**src/rtl/srx_pkg.sv**
```systemverilog
package srx_pkg;

   typedef struct packed {
      logic       rb;
      logic       fe;
      logic       pe;
      logic [7:0] data;
   } srx_entry_t;

   typedef enum logic [2:0] {
      S_IDLE, S_START, S_DATA, S_PAR, S_STOP, S_BRKW
   } srx_state_t;

   function automatic logic [3:0] char_bits(input logic [1:0] code);
      return 4'd5 + {2'b00, code};
   endfunction

endpackage

```
**src/rtl/srx_deser.sv**
```systemverilog
module srx_deser
   import srx_pkg::*;
#(
   parameter int OSR         = 16,
   parameter int SYNC_STAGES = 2
) (
   input  logic       clk,
   input  logic       rst_n,
   input  logic       tick,
   input  logic       rxd,
   input  logic [1:0] char_len,
   input  logic       par_en,
   input  logic       par_odd,
   output logic       done,
   output srx_entry_t res
);
   localparam int HALF = OSR / 2;
   localparam int CW   = $clog2(OSR);

   logic rx;

   generate
      if (SYNC_STAGES == 0) begin : g_nosync
         assign rx = rxd;
      end else begin : g_sync
         logic [SYNC_STAGES-1:0] sr;
         always_ff @(posedge clk or negedge rst_n) begin
            if (!rst_n) sr <= '1;
            else        sr <= {sr[SYNC_STAGES-2:0], rxd};
         end
         assign rx = sr[SYNC_STAGES-1];
      end
   endgenerate

   srx_state_t  st;
   logic [CW-1:0] cnt;
   logic [2:0]  bidx;
   logic [7:0]  sh;
   logic        pbit;
   logic [3:0]  nbits;
   logic [7:0]  aligned;
   logic        allzero;

   assign nbits   = char_bits(char_len);
   assign aligned = sh >> (4'd8 - nbits);
   assign allzero = (aligned == 8'd0) && (!par_en || !pbit);

   always_ff @(posedge clk or negedge rst_n) begin
      if (!rst_n) begin
         st   <= S_IDLE;
         cnt  <= '0;
         bidx <= '0;
         sh   <= '0;
         pbit <= 1'b0;
         done <= 1'b0;
         res  <= '0;
      end else begin
         done <= 1'b0;
         if (tick) begin
            case (st)
               S_IDLE: if (!rx) begin
                  st  <= S_START;
                  cnt <= '0;
               end
               S_START: if (cnt == CW'(HALF - 1)) begin
                  cnt <= '0;
                  if (!rx) begin
                     st   <= S_DATA;
                     bidx <= '0;
                     sh   <= '0;
                     pbit <= 1'b0;
                  end else begin
                     st <= S_IDLE;
                  end
               end else cnt <= cnt + 1'b1;
               S_DATA: if (cnt == CW'(OSR - 1)) begin
                  cnt  <= '0;
                  sh   <= {rx, sh[7:1]};
                  bidx <= bidx + 1'b1;
                  if ({1'b0, bidx} == nbits - 4'd1) st <= par_en ? S_PAR : S_STOP;
               end else cnt <= cnt + 1'b1;
               S_PAR: if (cnt == CW'(OSR - 1)) begin
                  cnt  <= '0;
                  pbit <= rx;
                  st   <= S_STOP;
               end else cnt <= cnt + 1'b1;
               S_STOP: if (cnt == CW'(OSR - 1)) begin
                  cnt  <= '0;
                  done <= 1'b1;
                  if (!rx && allzero) begin
                     res <= '{rb: 1'b1, fe: 1'b1, pe: 1'b0, data: 8'd0};
                     st  <= S_BRKW;
                  end else begin
                     res <= '{rb: 1'b0, fe: !rx,
                              pe: par_en & (^aligned ^ pbit ^ par_odd),
                              data: aligned};
                     st  <= S_IDLE;
                  end
               end else cnt <= cnt + 1'b1;
               S_BRKW: if (!rx) cnt <= '0;
               else if (cnt == CW'(HALF - 1)) begin
                  cnt <= '0;
                  st  <= S_IDLE;
               end else cnt <= cnt + 1'b1;
               default: st <= S_IDLE;
            endcase
         end
      end
   end

endmodule

```
**src/rtl/srx_fifo.sv**
```systemverilog
module srx_fifo #(
   parameter int DEPTH = 4,
   parameter int W     = 11
) (
   input  logic         clk,
   input  logic         rst_n,
   input  logic         push,
   input  logic [W-1:0] wdata,
   input  logic         pop,
   output logic [W-1:0] rdata,
   output logic         empty,
   output logic         full
);
   localparam int PW = (DEPTH > 1) ? $clog2(DEPTH) : 1;
   localparam int CW = $clog2(DEPTH + 1);

   logic [W-1:0]  mem [DEPTH];
   logic [PW-1:0] wp, rp, wp_n, rp_n;
   logic [CW-1:0] cnt;

   generate
      if ((DEPTH & (DEPTH - 1)) == 0) begin : g_pow2
         assign wp_n = wp + 1'b1;
         assign rp_n = rp + 1'b1;
      end else begin : g_wrap
         assign wp_n = (wp == PW'(DEPTH - 1)) ? '0 : wp + 1'b1;
         assign rp_n = (rp == PW'(DEPTH - 1)) ? '0 : rp + 1'b1;
      end
   endgenerate

   always_ff @(posedge clk) begin
      if (push) mem[wp] <= wdata;
   end

   always_ff @(posedge clk or negedge rst_n) begin
      if (!rst_n) begin
         wp  <= '0;
         rp  <= '0;
         cnt <= '0;
      end else begin
         if (push) wp <= wp_n;
         if (pop)  rp <= rp_n;
         case ({push, pop})
            2'b10:   cnt <= cnt + 1'b1;
            2'b01:   cnt <= cnt - 1'b1;
            default: cnt <= cnt;
         endcase
      end
   end

   assign rdata = mem[rp];
   assign empty = (cnt == '0);
   assign full  = (cnt == CW'(DEPTH));

endmodule

```
**src/rtl/uart_rx_status.sv**
```systemverilog
module uart_rx_status
   import srx_pkg::*;
#(
   parameter int DEPTH       = 4,
   parameter int OSR         = 16,
   parameter int SYNC_STAGES = 2
) (
   input  logic       clk,
   input  logic       rst_n,
   input  logic       tick16,
   input  logic       rxd,
   input  logic [1:0] char_len,
   input  logic       par_en,
   input  logic       par_odd,
   input  logic       rd_pop,
   input  logic       err_clr,
   output logic [7:0] rd_data,
   output logic [7:0] status
);
   localparam int EW = $bits(srx_entry_t);

   generate
      if (DEPTH < 2) begin : g_bad_depth
         $error("DEPTH must be at least 2");
      end
      if (OSR < 4 || (OSR % 2) != 0) begin : g_bad_osr
         $error("OSR must be even and at least 4");
      end
      if (SYNC_STAGES < 0 || SYNC_STAGES > 3) begin : g_bad_sync
         $error("SYNC_STAGES must lie in 0..3");
      end
   endgenerate

   logic          done;
   srx_entry_t    res, head;
   logic [EW-1:0] fifo_q;
   logic          empty, full, push, pop, rdy, oe;

   srx_deser #(.OSR(OSR), .SYNC_STAGES(SYNC_STAGES)) u_deser (
      .clk(clk), .rst_n(rst_n), .tick(tick16), .rxd(rxd),
      .char_len(char_len), .par_en(par_en), .par_odd(par_odd),
      .done(done), .res(res)
   );

   assign push = done & ~full;
   assign pop  = rd_pop & ~empty;

   srx_fifo #(.DEPTH(DEPTH), .W(EW)) u_fifo (
      .clk(clk), .rst_n(rst_n), .push(push), .wdata(res),
      .pop(pop), .rdata(fifo_q), .empty(empty), .full(full)
   );

   always_ff @(posedge clk or negedge rst_n) begin
      if (!rst_n)              oe <= 1'b0;
      else if (err_clr)        oe <= 1'b0;
      else if (done && full)   oe <= 1'b1;
   end

   assign head    = srx_entry_t'(fifo_q);
   assign rdy     = ~empty;
   assign rd_data = rdy ? head.data : 8'd0;
   assign status  = {head.rb & rdy, head.fe & rdy, head.pe & rdy, oe,
                     1'b0, 1'b0, full, rdy};

endmodule

```
**config.mk**
```make
export PLATFORM = sky130hd
export DESIGN_NAME = uart_rx_status
export DESIGN_NICKNAME = d
export VERILOG_FILES = /design/src/rtl/srx_pkg.sv /design/src/rtl/srx_deser.sv /design/src/rtl/srx_fifo.sv /design/src/rtl/uart_rx_status.sv
export SDC_FILE = /design/constraint.sdc
export NUM_CORES = 1
export LEC_CHECK = 0
export BUFFER_PORTS_ARGS = -buffer_cell sky130_fd_sc_hd__buf_2
export CAP_MARGIN = 20
export CORE_MARGIN = 2
export CORE_UTILIZATION = 30
export DETAILED_ROUTE_END_ITERATION = 12
export HOLD_SLACK_MARGIN = 0.15
export PLACE_DENSITY = 0.46
export REMOVE_ABC_BUFFERS = 1
export SYNTH_ARGS = -nofsm -noshare
export SYNTH_HDL_FRONTEND = slang
export SYNTH_SLANG_ARGS = --single-unit
```
**constraint.sdc**
```tcl
create_clock -name clk -period 2.9 [get_ports clk]
set_input_delay 0.145 -clock clk [delete_from_list [all_inputs] [get_ports clk]]
set_output_delay 0.145 -clock clk [all_outputs]
set_load 0.02 [all_outputs]
```
# --- After elaboration in Yosys (flattened, before gate mapping) ---
# Memory sizes are Yosys's and may differ from the RTL's.
# Cells that the tools add are included.
op_classes:
  n_addsub: 9
  mul: 0
  div: 0
  magnitude_cmp: 0
  n_eq_ne: 20
  shift: 1
  mux: 39
  bitwise: 10
  n_reduce_logical: 22
ops:
  columns: ["cell", "count"]
  rows:
  - ["2-to-1 mux 3 bit", 13]
  - ["2-to-1 mux 8 bit", 4]
  - ["case mux 3 bit (6 select lines)", 1]
  - ["2-to-1 mux 4 bit", 4]
  - ["case mux 4 bit (4 select lines)", 1]
  - ["case mux 8 bit (2 select lines)", 1]
  - ["!= test 2 x 1 -> 1 bit (second input constant)", 7]
  - ["case mux 3 bit (2 select lines)", 2]
  - ["2-to-1 mux 11 bit", 1]
  - ["2-to-1 mux 1 bit", 10]
  - ["AND reduction 5 bit", 2]
  - ["equality test 3 bit (second input constant)", 3]
  - ["AND reduction 9 bit", 1]
  - ["zero test 8 bit", 1]
  - ["nonzero test 2 bit", 4]
  - ["XOR reduction 8 bit", 1]
  - ["right shift 8 x 4 -> 8 bit", 1]
  - ["adder 3 x 1 -> 3 bit (second input constant)", 2]
  - ["bitwise AND 1 bit", 6]
  - ["equality test 3 x 2 -> 1 bit (second input constant)", 2]
  - ["zero test 3 bit", 2]
  - ["AND reduction 3 bit", 2]
  - ["adder 2 x 1 -> 2 bit (second input constant)", 2]
  - ["adder 3 x 2 -> 4 bit (first input constant)", 1]
  - ["other kinds (20)", 27]
word_totals:
  ff_bits: 41
  latch_bits: 0
  ramBits: 44
  rom_bits: 0
  inputBits: 10
  out_inout_bits: 16
  word_cells: 117
  memories: 1
memory_table:
  columns: ["memory", "words", "word_bits", "read_ports", "rd_clocked_by_memory_dff", "wr", "line", "rtl"]
  rows:
  - ["u_fifo.mem", 4, 11, 1, 0, 1, "srx_fifo.sv:17", "logic [W-1:0] mem [DEPTH];"]

# --- Logic depth before layout (Yosys ltp) ---
# Gate-level depths: netlist (run 1).
depth:
  depth_word: 9
  ltp_mapped: 10
  ltp_nobuf: 10

# --- Modules after synthesis ---
# A second synthesis (run 1) with hierarchy kept.
unflattened:
  cells_unflattened: 319
  area_unflattened_um2: 4220.3
modules_own_cells:
  columns: ["mod", "n_inst", "cells_each", "area_each_um2", "seq_area_each_um2"]
  rows:
  - ["srx_deser", 1, 201, 2018.2, 828.3]
  - ["srx_fifo", 1, 94, 1990.7, 1496.4]
  - ["uart_rx_status", 1, 24, 211.5, 25.0]

# --- Least setup slack after synthesis (run 1) ---
# No wires, ideal clock.
synth_timing:
  kind: "input to register"
  startpoint: "in char_len[0]"
  endpoint: "reg u_deser.res[8] (netlist name)"
  setup_ps: 125
  t_arrival_ps: 2111
  t_required_ps: 2775
  setup_slack_ps: 665
  cell_stages: 9
  path_buffers: 1
  cell_sequence: "ha_1 -> buf_4 -> mux4_2 -> nand2_1 -> ha_1 -> nand2_1 -> or4_1 -> nand2_2 -> o31ai_1"
synth_via:
  elab_chain_len: 8
  elab_cells_between_ends: 11
  classes_between: "2 x add/sub; 1 x shift; 1 x mux; 3 x bitwise; 4 x reduce/logical"
synth_rtl:
  columns: ["element", "line", "rtl"]
  rows:
  - ["start: declaration", "uart_rx_status.sv:12", "input logic [1:0] char_len,"]
  - ["adder 3 x 2 -> 4 bit *", "srx_pkg.sv:15", "return 4'd5 + {2'b00, code};"]
  - ["subtractor 4 bit *", "srx_deser.sv:45", "assign aligned = sh >> (4'd8 - nbits);"]
  - ["right shift 8 x 4 -> 8 bit *", "srx_deser.sv:45", null]
  - ["XOR reduction 8 bit", "srx_deser.sv:95", "pe: par_en & (^aligned ^ pbit ^ par_odd),"]
  - ["bitwise XOR 1 bit (2 in a row)", "srx_deser.sv:95", null]
  - ["bitwise AND 1 bit", "srx_deser.sv:95", null]
  - ["2-to-1 mux 11 bit *", "srx_deser.sv:90", "if (!rx && allzero) begin"]
# Every way passes the cells marked *; elsewhere a longest branch is shown, timed or not.
# A chain may end at the register's enable or synchronous reset.

# --- Worst setup path in the final report (run 1) ---
layout_timing:
  startpoint: "reg u_fifo.rp[0]"
  endpoint: "out rd_data[3]"
layout_via:
  elab_chain_len: 2
layout_rtl:
  columns: ["element", "line", "rtl"]
  rows:
  - ["start: declaration", "srx_fifo.sv:18", "logic [PW-1:0] wp, rp, wp_n, rp_n;"]
  - ["start signal: assignment", "srx_fifo.sv:42", "if (pop) rp <= rp_n;"]
  - ["memory (4 x 11 bit)", null, null]
  - ["2-to-1 mux 8 bit", "uart_rx_status.sv:61", "assign rd_data = rdy ? head.data : 8'd0;"]
  - ["end: declaration", "uart_rx_status.sv:17", "output logic [7:0] rd_data,"]
# No other way between the ends.

==> flow_results.org, run 1 <==
** Run status
- The run finished with clean final reports.

** Floorplanning
- The core region is 13,700 sq um.
- Measured along the x axis, the die boundary spans between 100 and 150 um.
- Die area :: 14,900 sq um
- 26 I/O pins were placed.
- From bottom edge to top edge, the die measures 122 um.
- Starting utilization of the core area :: a little under a third
- Row count :: 43

** Global route
- The number of global-route vias before repair was around 2,500.
- Antenna violations before repair :: 0
- The first global-routing pass estimated 13.2 mm of wire.
- Entering global routing, the biggest net connects 42 pins.
- GRT Residual Overflow :: 0
- All-layer global routing usage :: 11.8%

** Placement
- DPL Wire Length :: about 5.4 mm
- The congestion estimate from routability-driven global placement came to 0.746.
- The count of buffers added on input and output ports is 23.
- Before CTS, the worst setup slack after placement is 0.449 ns.

** STA
- Final worst setup slack :: 0.697 ns
- Maximum clock skew at final layout :: 0.00568 ns
- Final Critical Period :: approximately 2.2 ns
- Slew HR :: 36.3%
- The number of slew-limit violations in the final report was 0.
- Transition time of the tightest slew-check pin :: 0.955 ns
- Of the available clock period, the critical path in the final layout requires 76.0%.
- The final hold violation count came to 0.
- Final setup vio count :: 0
- Static timing analysis puts the maximum clock frequency at 454 MHz.
- After routing, the total negative slack on setup checks comes to 0 ns.
- Setup repair after global routing left no endpoint under its margin.

** Drt
- For this block, the initial DRC count from the detailed router was 158.
- Detailed routing inserted a total of ~2,500 vias.
- After detailed routing, the total wire length is 7.89 mm.
- Final routed wire length divided by cell count :: between 10 and 15 um
- In this run the remaining antenna-violating nets after routing total 0.
- Avg Vias per Cell :: roughly 4.7
- Remaining DRCs :: 0
- Detailed Routing Iterations Pass 1 :: 4

** Synthesis
- Yosys printed 0 warnings.
- Part of the Yosys area used for sequential elements :: 56.4%
- Flip-flop and latch count after synthesis :: 85
- Unique masters post-synth :: 61
- Average instance area after synthesis :: 12.7 sq um
- The cell area that synthesis handed to floorplanning was 4170 sq um.
- Synthesized instance count :: 327
- Yosys mapped a number of flops with a built-in enable equal to 44.
- Share of synthesized flip-flops with an asynchronous set or reset :: 48.2%
- Ys flop type :: edfxtp_1

** Clock network
- PostCTS Resize Cnt :: 0
- Maximum clock path buffer count :: 2
- Clock latency on the worst-skew pair, taken at its later pin, is 0.34 ns.
- Postcts setup bufs :: 0
- Clock-pin slew reported for the worst setup and hold paths after clock tree synthesis :: 0.06 ns
- The clock drives 85 sinks.
- Total number of H-tree levels :: 3
- Clock tree synthesis inserted a total of 9 buffers.
- TritonCTS built the clock tree.
- For this design, the CTS-stage hold fixing added 3 buffers.
- The cell sitting at the root of the clock tree is a clkbuf_16.

** Final layout
- Fillcell total :: 1,390
- Compared with the post-synthesis result, the final layout area differs by 14.2%.
- The number of antenna diodes in the final layout is 0.
- Total Nets Final :: 376
- Share of post-route cells with drive strength above 1 :: 20.7%

** Power
- Maximum vdd ir drop :: 297 uV
- In this run, the combinational gates consume 27.9% of the power.
- Cell leakage power :: 1.82 nW
- Seq pwr share :: 41.6%
- Fraction of power consumed by the clock network :: 30.5%
- Power spread over the standard cell area amounts to between 700 and 800 nW/um^2.
- Switching share of power :: 32.5%
- Cell-internal power :: 2.53 mW
- The analysis attributes to net switching a power of 1.22 mW.

** Worst setup path
- The worst register-to-register path has a depth of 7.
- At the worst endpoint, the required time is 2.76 ns.
- In this run the critical register-to-register path is launched from u_deser.sh[3]$_DFFE_PN0P_.
- The worst setup path is launched from a flop.
- Reg-to-reg setup timing slack :: 0.73 ns
- The setup path with the least slack is of type reg -> out.
- Top fanout value on the critical path :: 7
- The endpoint identified for the worst register-to-register timing path is u_deser.res[8]$_DFFE_PN0P_.
- The worst setup path is captured at an output port.
- For the worst setup path, the data arrival time is 2.06 ns.

** Job
- Reported max-cap violation count :: 0

** Min path
- In this run the most critical hold path is launched from par_en.
- Type of the most critical hold path :: in -> reg
- For hold timing, the worst endpoint is u_deser.res[8]$_DFFE_PN0P_.
- Worst Hold Depth :: 3
==> worst max path at each step <==
stage,start,to,depth (start not counted)
floorplan,char_len[0],u_deser.res[8]$_DFFE_PN0P_,8
global placement,char_len[0],u_deser.res[8]$_DFFE_PN0P_,9
detailed placement,char_len[0],u_deser.res[8]$_DFFE_PN0P_,9
CTS,u_fifo.rp[0]$_DFFE_PN0P_,rd_data[2],4
global route,u_fifo.rp[0]$_DFFE_PN0P_,rd_data[2],4
finish,u_fifo.rp[0]$_DFFE_PN0P_,rd_data[3],4
==> power groups by stage <==
stage	Combinational [mW]	Clock (mW)	Sequential, mW
finish	1.05	1.15	1.56
global route	1.18	1.22	1.59
floorplan	0.773	0	1.55
global placement	1.05	0	1.59
CTS	1.07	1.18	1.57
detailed placement	1.06	0	1.59
==> cell families (layout without fill, tap and decap cells) <==
logic type	Yosys count	after routing	share of synthesized area, %
other cells	1	2	0.0900
mux	20	20	9.64
compound gates	50	50	7.45
xor+xnor	14	14	2.94
flops	85	85	56.4
simple gates	114	114	15.3
buf+inv	29	58	3.87
fa+ha+maj	14	14	4.38
==> Yosys cell counts (2+ instances only) <==
cell type  instances  area share (%)
nor3_1             2            0.24
xnor2_1           11             2.3
xor2_1             3            0.63
or3_1              2            0.30
nand2_1           50             4.5
nand3_1            4            0.48
and2_1            19             2.9
nor4b_1            3            0.63
nor2b_1            5            0.75
a31oi_1            3            0.45
a21oi_1            6            0.72
o21ai_0            3            0.36
nor2_1             7            0.63
and3b_2            2            0.48
mux4_2            16             8.6
buf_6              2            0.54
dfstp_2            2             1.3
nand2b_1           3            0.45
edfxtp_1          44              32
o22ai_1            2            0.30
inv_1              9            0.81
dfrtp_1           39              23
buf_2              6            0.72
mux2i_1            3            0.72
buf_4              8             1.4
o31ai_1            3            0.54
o21ai_1           22             2.6
or3b_1             2            0.42
clkbuf_1           2            0.18
ha_1              13             3.9
==> sequential cells by signal, summed over array words and instances (netlist names) <==
name	flops
u_deser.done	1
u_deser.g_sync.sr	2
u_deser.bidx	3
u_deser.pbit	1
u_fifo.cnt	3
u_fifo.mem	44
oe	1
u_deser.cnt	4
u_deser.st	3
u_fifo.wp	2
u_fifo.rp	2
u_deser.sh	8
u_deser.res	11
==> layer usage <==
metal  global-route usage (%)  vias to the layer above  wire length, um
met2                     18.1                       40             3710
met5                        0                        -                0
met3                     2.67                        9              249
met4                     5.17                        0              151
li1                         -                     1224                -
met1                     16.0                     1245             3780
==> area by class of cell <==
class	instances	area, sq um	area share, %
clock buffers	11	233	4.89
repair buffers	32	194	4.07
well taps	180	225	4.73
clock inverters	5	61.3	1.29
multi-input cells	214	1660	34.9
flip-flops and latches	85	2350	49.4
inverters	10	37.5	0.788
==> stage by stage <==
stage                     power (mW)  area, sq um  instances  utilization [%]  hold slack [ns]
after floorplan                 2.33         4050        309                -           -0.151
after global placement          2.64         4430        517             32.3            0.255
after detailed placement        2.65         4440        518             32.3            0.253
after CTS                       3.82         4760        537             34.7            0.154
after global routing            3.99         4760        537             34.7            0.174
final                           3.76         4760        537             34.7            0.168
==> cell usage in the layout, fill, tap and decap left out, types with 2 or more instances in the layout <==
| master | netlist | final |
|---|---|---|
| dfstp_2 | 2 | 2 |
| nor4b_1 | 3 | 3 |
| o21ai_1 | 22 | 22 |
| clkbuf_16 | 0 | 9 |
| mux4_2 | 16 | 16 |
| nor2_1 | 7 | 7 |
| xor2_1 | 3 | 3 |
| nand2_1 | 50 | 50 |
| or3b_1 | 2 | 2 |
| a31oi_1 | 3 | 3 |
| inv_1 | 9 | 9 |
| nand3_1 | 4 | 4 |
| mux2i_1 | 3 | 3 |
| nor3_1 | 2 | 2 |
| o21ai_0 | 3 | 3 |
| conb_1 | 1 | 2 |
| buf_2 | 6 | 23 |
| xnor2_1 | 11 | 11 |
| nand2b_1 | 3 | 3 |
| o31ai_1 | 3 | 3 |
| a21oi_1 | 6 | 6 |
| and2_1 | 19 | 19 |
| or3_1 | 2 | 2 |
| dlygate4sd3_1 | 0 | 3 |
| clkinvlp_4 | 0 | 3 |
| nor2b_1 | 5 | 5 |
| edfxtp_1 | 44 | 44 |
| o22ai_1 | 2 | 2 |
| dfrtp_1 | 39 | 39 |
| and3b_2 | 2 | 2 |
| clkbuf_1 | 2 | 2 |
| buf_4 | 8 | 5 |
| ha_1 | 13 | 13 |
==> worst max-delay path, cell delays in order, from the launching register on <==
cell and delay [ns]:
dfrtp_1 0.60, buf_4 0.27, mux4_2 0.53, and2_1 0.17, buf_2 0.15
Power figures use the tool's default switching activity.
==> run 2, diff against run 1 <==
Settings changed: ABC_AREA set to 1.
Clock period 2.9 ns to 2.2 ns, I/O delays scaled along.
==> run 2 against run 1 <==
- clock-buffer cell count is 2 lower
- final cell count is 29% higher
- sequential power is 27% higher
- flip-flop and latch count stayed put
- sequential share of layout area is 2.1 points lower
- global-route usage is 0.79 points higher
- worst setup slack worse by 0.46 ns
- first-iteration DRC count is 20% higher
- hold slack worse by 0.0031 ns
- synthesized cell count is 45% higher
- critical path type is now reg -> reg
==> flow_results.org, run 2 <==
** Power
- Seq pwr share :: between 30% and 40%
- In this run switching power makes up between 30 and 40% of total power.
- Fraction of power consumed by the clock network :: 27.2%
- Total power divided by cell area :: around 1100 nW/um^2
- Summed over all cells, the static leakage comes to between 2 and 2.5 nW.
- Switching power :: about 2.1 mW
- The worst-case IR drop observed on VDD is 415 uV.
- Cell internal power was estimated by the tool at 3.26 mW.
- Combinational logic burns 35.7% of the power.

** Worst setup path
- The worst register-to-register path has a depth of 9.
- Data arrives at the worst endpoint at 2.19 ns.
- The critical path starts at u_fifo.cnt[1]$_DFFE_PN0P_.
- The critical path is of the reg -> reg type.
- Reg-to-reg startpoint :: u_fifo.cnt[1]$_DFFE_PN0P_
- Top fanout value on the critical path :: 4
- Required arrival time at the worst endpoint :: between 2 and 2.5 ns
- The worst register-to-register path ends at u_fifo.cnt[2]$_DFFE_PN0P_.
- In this run the worst setup path terminates at u_fifo.cnt[2]$_DFFE_PN0P_.
- STA classifies the critical path endpoint as a flop.
- STA classifies the critical path startpoint as a flop.
- The worst register-to-register path has a setup slack of 0.24 ns.

** Final layout
- The largest registers in the layout are u_fifo.mem (44), u_deser.res (11), u_deser.sh (8).
- The top cell types in the final layout, fill and taps aside, are nand2_1, nor2_1, inv_1.
- Relative to the synthesized area, the layout overhead comes to 15.1%.
- More flip-flops sit in one register than any other, and that register is u_fifo.mem.
- Total Nets Final :: 532
- The repair_antennas step left the layout with diodes totalling 0.
- Share of post-route cells with drive strength above 1 :: 17.3%
- The library cell used most frequently in the layout, excluding fill and tap cells, is nand2_1.
- Flip-flop count of the largest register after layout :: 44

** Synthesis
- Area fraction in and, or, nand and nor cells after synthesis :: 20.2%
- Portion of synthesized cell area occupied by the leading cell type :: a little under a third
- Most common library cells after synthesis :: nand2_1, nor2_1, inv_1
- By area the synthesized netlist is led by edfxtp_1, dfrtp_1, nand2_1, nor2_1, inv_1.
- Summing the areas of all compound-gate instances in the mapped netlist gives 10.7% of the synthesized area.
- Unique masters post-synth :: 34
- The synthesized design contains 44 enable-type register cells.
- Syn Std Cell Area :: 4330 sq um
- Dominant combinational cell family by area after synthesis :: simple AND/OR/NAND/NOR gates
- Xor/xnor cell area share of the yosys netlist :: ~2.2%
- Most instantiated library cell after synthesis :: nand2_1
- The synthesized netlist devotes 4.22% of its cell area to adder and majority cells.
- Ys flop type :: edfxtp_1
- Average instance area after synthesis :: 9.13 sq um
- Mux contribution to synthesized area :: 0%
- After synthesis, the share of flip-flops with an asynchronous set or reset is 48.2%.
- During synthesis, Yosys emitted a total of 0 warnings.
- After synthesis the netlist holds a flip-flop and latch count of 85.
- Sequential elements use around 54% of the synthesized area.
- edfxtp_1 takes more of the synthesized area than any other cell.
- Synthesis handed over a netlist of roughly 470 instances.

** STA
- For this run, the top clock speed supported by timing is 510 MHz.
- Final Critical Period :: just under 2 ns
- Hold slack :: roughly 0.17 ns
- Across all setup checks in the final design, the least slack found is 0.238 ns.
- The worst path uses 89.2% of the clock period.
- In this run the tightest slew margin relative to its limit is ~37%.
- The number of slew-limit violations in the final report is 0.
- Clock skew on the completed layout was measured at roughly 0.0062 ns.
- Final setup vio count :: 0
- The final hold violation count was 0.
- Setup repair after global routing left no endpoint under its margin.
- For the pin with the worst max-slew slack, the measured transition is 0.945 ns.

** Floorplanning
- The die is 124 um wide.
- Die Ht :: ~120 um
- Top-level I/O count :: 26
- Row count :: 43
- The floorplan step defined a die boundary enclosing 15,400 sq um.
- The core region is 14,000 sq um.
- Starting utilization of the core area :: a little under a third

** Placement
- The wire-length estimate of the detail-placed layout is 6.03 mm.
- During placement, the flow inserted port buffers numbering 23.
- Timing analysis after detailed placement gives a worst setup slack of -0.00200 ns.
- At the end of routability-driven placement, the weighted congestion stood at 0.803.

** Drt
- The first detailed-routing pass took 4 iterations.
- In this run the remaining antenna-violating nets after routing total 0.
- First DRT Iteration DRCs :: 190
- After detailed routing, the number of vias per cell comes to 4.35.
- Final routed wire length divided by cell count :: 12.6 um
- In the routed design, unresolved DRC markers number 0.
- Overall via count from detail_route :: 3,017
- For this block, the routed nets add up to 8.70 mm of wire.

** Global route
- M2 GR Usage :: 20.5%
- GRT Residual Overflow :: 0
- Entering global routing, the biggest net connects 41 pins.
- All-layer global routing usage :: 12.5%
- Grt met1 use :: between 10% and 20%
- Most congested layer reported by global routing :: met2
- The number of global-route vias before repair was 2,898.
- Global routing consumed, on the met3 layer, 3.85% of the routing resources.
- Antenna violations before repair :: 0
- First-pass GRT wire length :: 14.5 mm

** Job
- The tool flagged a number of max-cap violations equal to 0.

** Clock network
- The root buffer cell chosen for the clock tree is clkbuf_16.
- Clock-pin slew was measured on the worst setup and hold paths at 0.07 ns.
- At the later pin of the worst-skew pair, clock insertion delay measures between 0.3 and 0.4 ns.
- The number of setup buffers added after CTS is 0.
- The clock passes through at most 2 buffers.
- Number of sinks driven by the clock tree :: 85
- Clock tree from TritonCTS :: done
- The H-tree was split into 3 levels.
- Number of buffers created by CTS :: 9

** Min path
- Type of the most critical hold path :: in -> reg

** Run status
- The run finished with clean final reports.
run 2: logic make-up after synthesis:
group | count (synthesis)
xor+xnor | 11
simple gates | 206
other cells | 1
fa+ha+maj | 14
flops | 85
buf+inv | 77
compound gates | 80
run 2: worst min path at each step:
stage / from / cells past startpoint / to / slack, ns
finish: rd_pop / 4 / u_fifo.rp[0]$_DFFE_PN0P_ / 0.17
CTS: rd_pop / 5 / u_fifo.rp[1]$_DFFE_PN0P_ / 0.16
global placement: rxd / 1 / u_deser.g_sync.sr[0]$_DFF_PN1_ / 0.22
global route: rd_pop / 4 / u_fifo.rp[0]$_DFFE_PN0P_ / 0.20
floorplan: rst_n / 0 / oe$_DFFE_PN0P_ / -0.19
detailed placement: rxd / 1 / u_deser.g_sync.sr[0]$_DFF_PN1_ / 0.22
run 2: area by class of cell:
class | count | area (sq um)
clock buffer | 9 | 225
tap | 180 | 225
timing repair buffer | 44 | 283
fill | 1438 | 9010
sequential | 85 | 2350
multi-input combinational | 313 | 1630
clock inverter | 7 | 57.6
inverter | 55 | 206
run 2: per-stage QoR:
stage	cell area, sq um	std cells	TNS, ns	power [mW]	utilization [%]
6_report	4980	693	0	5.34	35.6
5_1_grt	4980	693	0	5.74	35.6
2_1_floorplan	4180	453	-0.185	3.29	-
3_5_place_dp	4650	673	-0.00200	3.93	33.2
3_3_place_gp	4650	673	0	3.90	33.2
4_1_cts	4970	693	0	5.40	35.5
run 2: critical path, stage by stage (launching register included):
cell     delay (ns)
dfrtp_1        0.42
nor3_1         0.29
inv_1          0.09
nand2_2        0.08
ha_1           0.14
inv_1          0.06
fa_1           0.38
a21oi_1        0.14
o21ai_0        0.10
xor2_1         0.15
run 2: timing repair:
item                       4_1_cts  5_1_grt
setup endpoints to repair        0        1
gates resized for setup          0        1
hold endpoints to repair        42        0
hold buffers                     4        0
run 2: power groups by stage:
stage,clock [mW],combinational [mW],sequential (mW)
CTS,1.49,1.93,1.98
floorplan,0,1.28,2.01
finish,1.45,1.91,1.98
global placement,0,1.90,2.01
detailed placement,0,1.92,2.01
global route,1.55,2.18,2.00
run 2: layer usage:
metal	share of wire [%]	wire length, um
met1	50	4330
met2	45	3950
met3	3.6	313
met4	1.2	107
met5	0	0
==> run 3, diff against run 2 <==
Settings changed: CORE_ASPECT_RATIO set to 1.1.
==> run 3 against run 2 <==
- power grew 0.22%
- first-iteration DRC count shrank 46%
- design area grew 0.35%
- largest cell class unchanged
- final cell count grew 1.9%
- hold slack gained 0.0050 ns
- maximum frequency shrank 1.1%
- worst setup slack lost 0.022 ns
- combinational power is essentially flat
- utilization shrank 0.59 points
- sequential power is essentially flat
- clock-buffer cell count is the same
==> flow_results.org, run 3 (synthesized netlist as in run 2, its figures left out) <==
** Run status
- The run finished with clean final reports.

** Clock network
- Total number of H-tree levels :: 3
- Clock-pin slew was measured on the worst setup and hold paths at 0.06 ns.
- Maximum clock path buffer count :: 2
- Clock tree synthesis found a total of 85 sinks.
- TritonCTS built the clock tree.
- Counting the buffers created by CTS gives 9.
- Gates resized during post-CTS repair numbered 0.
- Worst-skew pair later-pin latency :: 0.34 ns
- Buffers added to address setup during post-CTS repair amount to 0.
- Clock tree synthesis selected as its root buffer the cell clkbuf_16.

** Final layout
- In the final layout, the registers with the most flip-flops are u_fifo.mem (44), u_deser.res (11), u_deser.sh (8).
- Seq. cell area :: about 2300 sq um
- Flip-flop count of the largest register after layout :: between 40 and 50
- Layout Cells excl Fill :: a little over 700
- The net count of the finished layout is 533.
- Cells with a size suffix above 1 make up 17.3% of the layout.
- Ranked by flip-flop count, first place goes to u_fifo.mem.
- Summing all non-filler instances in the final layout gives an area of between 4000 and 5000 sq um.
- Combined area of the multi-input logic cells :: 1620 sq um
- Highest-count cells in the layout ignoring fill and taps :: nand2_1, nor2_1, inv_1
- The area growth from synthesis to layout is 15.5%.
- The number of antenna diodes in the final layout is 0.
- Fillcell total :: between 1,500 and 2,000
- Leaving out fill and tap cells, the most frequent cell in the layout is nand2_1.

** STA
- Transition time of the tightest slew-check pin :: approximately 0.56 ns
- Fmax :: 504 MHz
- The final hold violation count came to 0.
- Clock skew on the completed layout was measured at 0.00436 ns.
- Of the available clock period, the critical path in the final layout requires 90.2%.
- Setup repair after global routing left no endpoint under its margin.
- Final setup vio count :: 0
- Final Critical Period :: about 2.0 ns
- Total count of max-transition violations in the final report :: 0
- Measured against its own limit, the worst slew margin works out to between 60% and 70%.

** Drt
- The final layout contains routed wiring with a total length of 8.88 mm.
- The first routing iteration left 103 violations.
- Remaining DRCs :: 0
- Detailed Routing Iterations Pass 1 :: 4
- Dividing the detail-routed via count by the number of cells gives 4.35.
- Dividing the detail-routed wire length by the instance count gives between 10 and 15 um.
- The final route contains around 3,100 vias.
- Remaining antenna violation count after routing :: 0

** Global route
- Largest net degree at the start of global routing :: 42
- Vias in the first global route :: 3,032
- After global routing the overflow that remains totals 0.
- The first global-routing pass estimated 15.0 mm of wire.
- The initial antenna violation count is 0.
- All-layer global routing usage :: around an eighth

** Power
- Total power divided by cell area :: 1070 nW/um^2
- Logic gate share of total power :: 35.7%
- Fraction of power consumed by the clock network :: 27.1%
- Summed over all cells, the static leakage comes to 2.17 nW.
- Cell-internal power :: 3.27 mW
- Net switching is 38.8% of the power.
- Seq pwr share :: between 30% and 40%
- Summed over all nets, the switching power comes to 2.08 mW.
- Maximum vdd ir drop :: 388 uV

** Placement
- At the end of routability-driven placement, the weighted congestion stood at 0.777.
- Number of placed instances, taps included :: 685
- DPL Wire Length :: 6.15 mm
- Post-place instance area :: 4660 sq um
- Quantity of I/O buffers inserted on ports :: 23

** Floorplanning
- The core region is approximately 14,000 sq um.
- For this configuration, the core starts out at a cell density of 30.3%.
- The initialized floorplan defines 46 standard-cell rows.
- In this run the count of I/O pins placed on the die edge is 26.
- Width of the die :: 118 um
- Die area :: 15,400 sq um
- The die is 130 um tall.

** Worst setup path
- Top fanout value on the critical path :: 4
- Launching element type of the critical path :: flop
- The worst setup path is captured at a flop.
- Crit Path Category :: reg -> reg
- Crit path DAT :: 2.21 ns
- Data on the critical path is required at its endpoint by 2.42 ns.

** Job
- Reported max-cap violation count :: 0

** Min path
- The tightest min-delay check is of the in -> reg type.
## run 3: cell count changes in the layout (fill, tap and decap cells not counted)
cell,previous run,this run
clkinv_1,1,0
clkinv_2,0,1
clkinv_4,2,0
clkinvlp_4,1,2
dlygate4sd3_1,4,5
inv_6,2,3
xnor2_1,5,6
xnor2_2,1,0
## run 3: worst max-delay path, cell delays in order (launching register included)
cell	delay, ns
dfrtp_1	0.42
nor3_1	0.31
inv_1	0.09
nand2_2	0.07
ha_1	0.14
inv_1	0.06
fa_1	0.38
a21oi_1	0.14
o21ai_0	0.10
xor2_1	0.15
## run 3: repair_timing
| action | 4_1_cts | 5_1_grt |
|---|---|---|
| hold endpoints to repair | 43 | 0 |
| hold buffers | 5 | 0 |
| endpoints found under the setup margin | 0 | 0 |
## run 3: power by group through the flow
| stage | combinational (mW) | sequential [mW] | clock [mW] |
|---|---|---|---|
| floorplan | 1.28 | 2.01 | 0 |
| global placement | 1.91 | 2.02 | 0 |
| detailed placement | 1.93 | 2.02 | 0 |
| CTS | 1.94 | 1.99 | 1.50 |
| global route | 2.17 | 2.01 | 1.56 |
| finish | 1.91 | 1.99 | 1.45 |
## run 3: worst paths after layout
kind                            cells after the start  slack (ns)                              to                      startpoint
worst min register to register                      0        0.36  u_deser.g_sync.sr[1]$_DFF_PN1_  u_deser.g_sync.sr[0]$_DFF_PN1_
max in group asynchronous                           3        1.44       u_fifo.cnt[2]$_DFFE_PN0P_                           rst_n
worst max-delay path                                9        0.22       u_fifo.cnt[2]$_DFFE_PN0P_       u_fifo.cnt[0]$_DFFE_PN0P_
worst min-delay path                                6        0.17      u_deser.res[8]$_DFFE_PN0P_                         par_odd
worst max register to register                      9        0.22       u_fifo.cnt[2]$_DFFE_PN0P_       u_fifo.cnt[0]$_DFFE_PN0P_
min in group asynchronous                           3        0.37       u_deser.st[1]$_DFFE_PN0P_                           rst_n
## run 3: routing by layer
metal / track usage, % / routed length (um)
met5: 0 / 0
met1: 15.7 / 4250
met3: 2.27 / 275
met4: 5.95 / 182
met2: 21.1 / 4180
## run 3: layout make-up
| cell class | count | area share (%) |
|---|---|---|
| Clock buffer | 9 | 4.51 |
| Timing Repair Buffer | 45 | 5.86 |
| Sequential cell | 85 | 47.0 |
| Multi-Input combinational cell | 313 | 32.5 |
| Clock inverter | 7 | 1.15 |
| Inverter | 55 | 4.13 |
| Tap cell | 192 | 4.81 |
## run 3: per-stage QoR
stage	util [%]	hold slack [ns]	TNS (ns)	total power, mW	worst slack, ns
after global routing	35.0	0.205	0	5.74	0.0196
after detailed placement	32.7	0.218	-0.0262	3.95	-0.0262
after global placement	32.7	0.217	0	3.92	0.0523
after CTS	35.0	0.160	0	5.43	0.195
after floorplan	-	-0.186	-0.185	3.29	-0.138
final	35.0	0.170	0	5.35	0.215
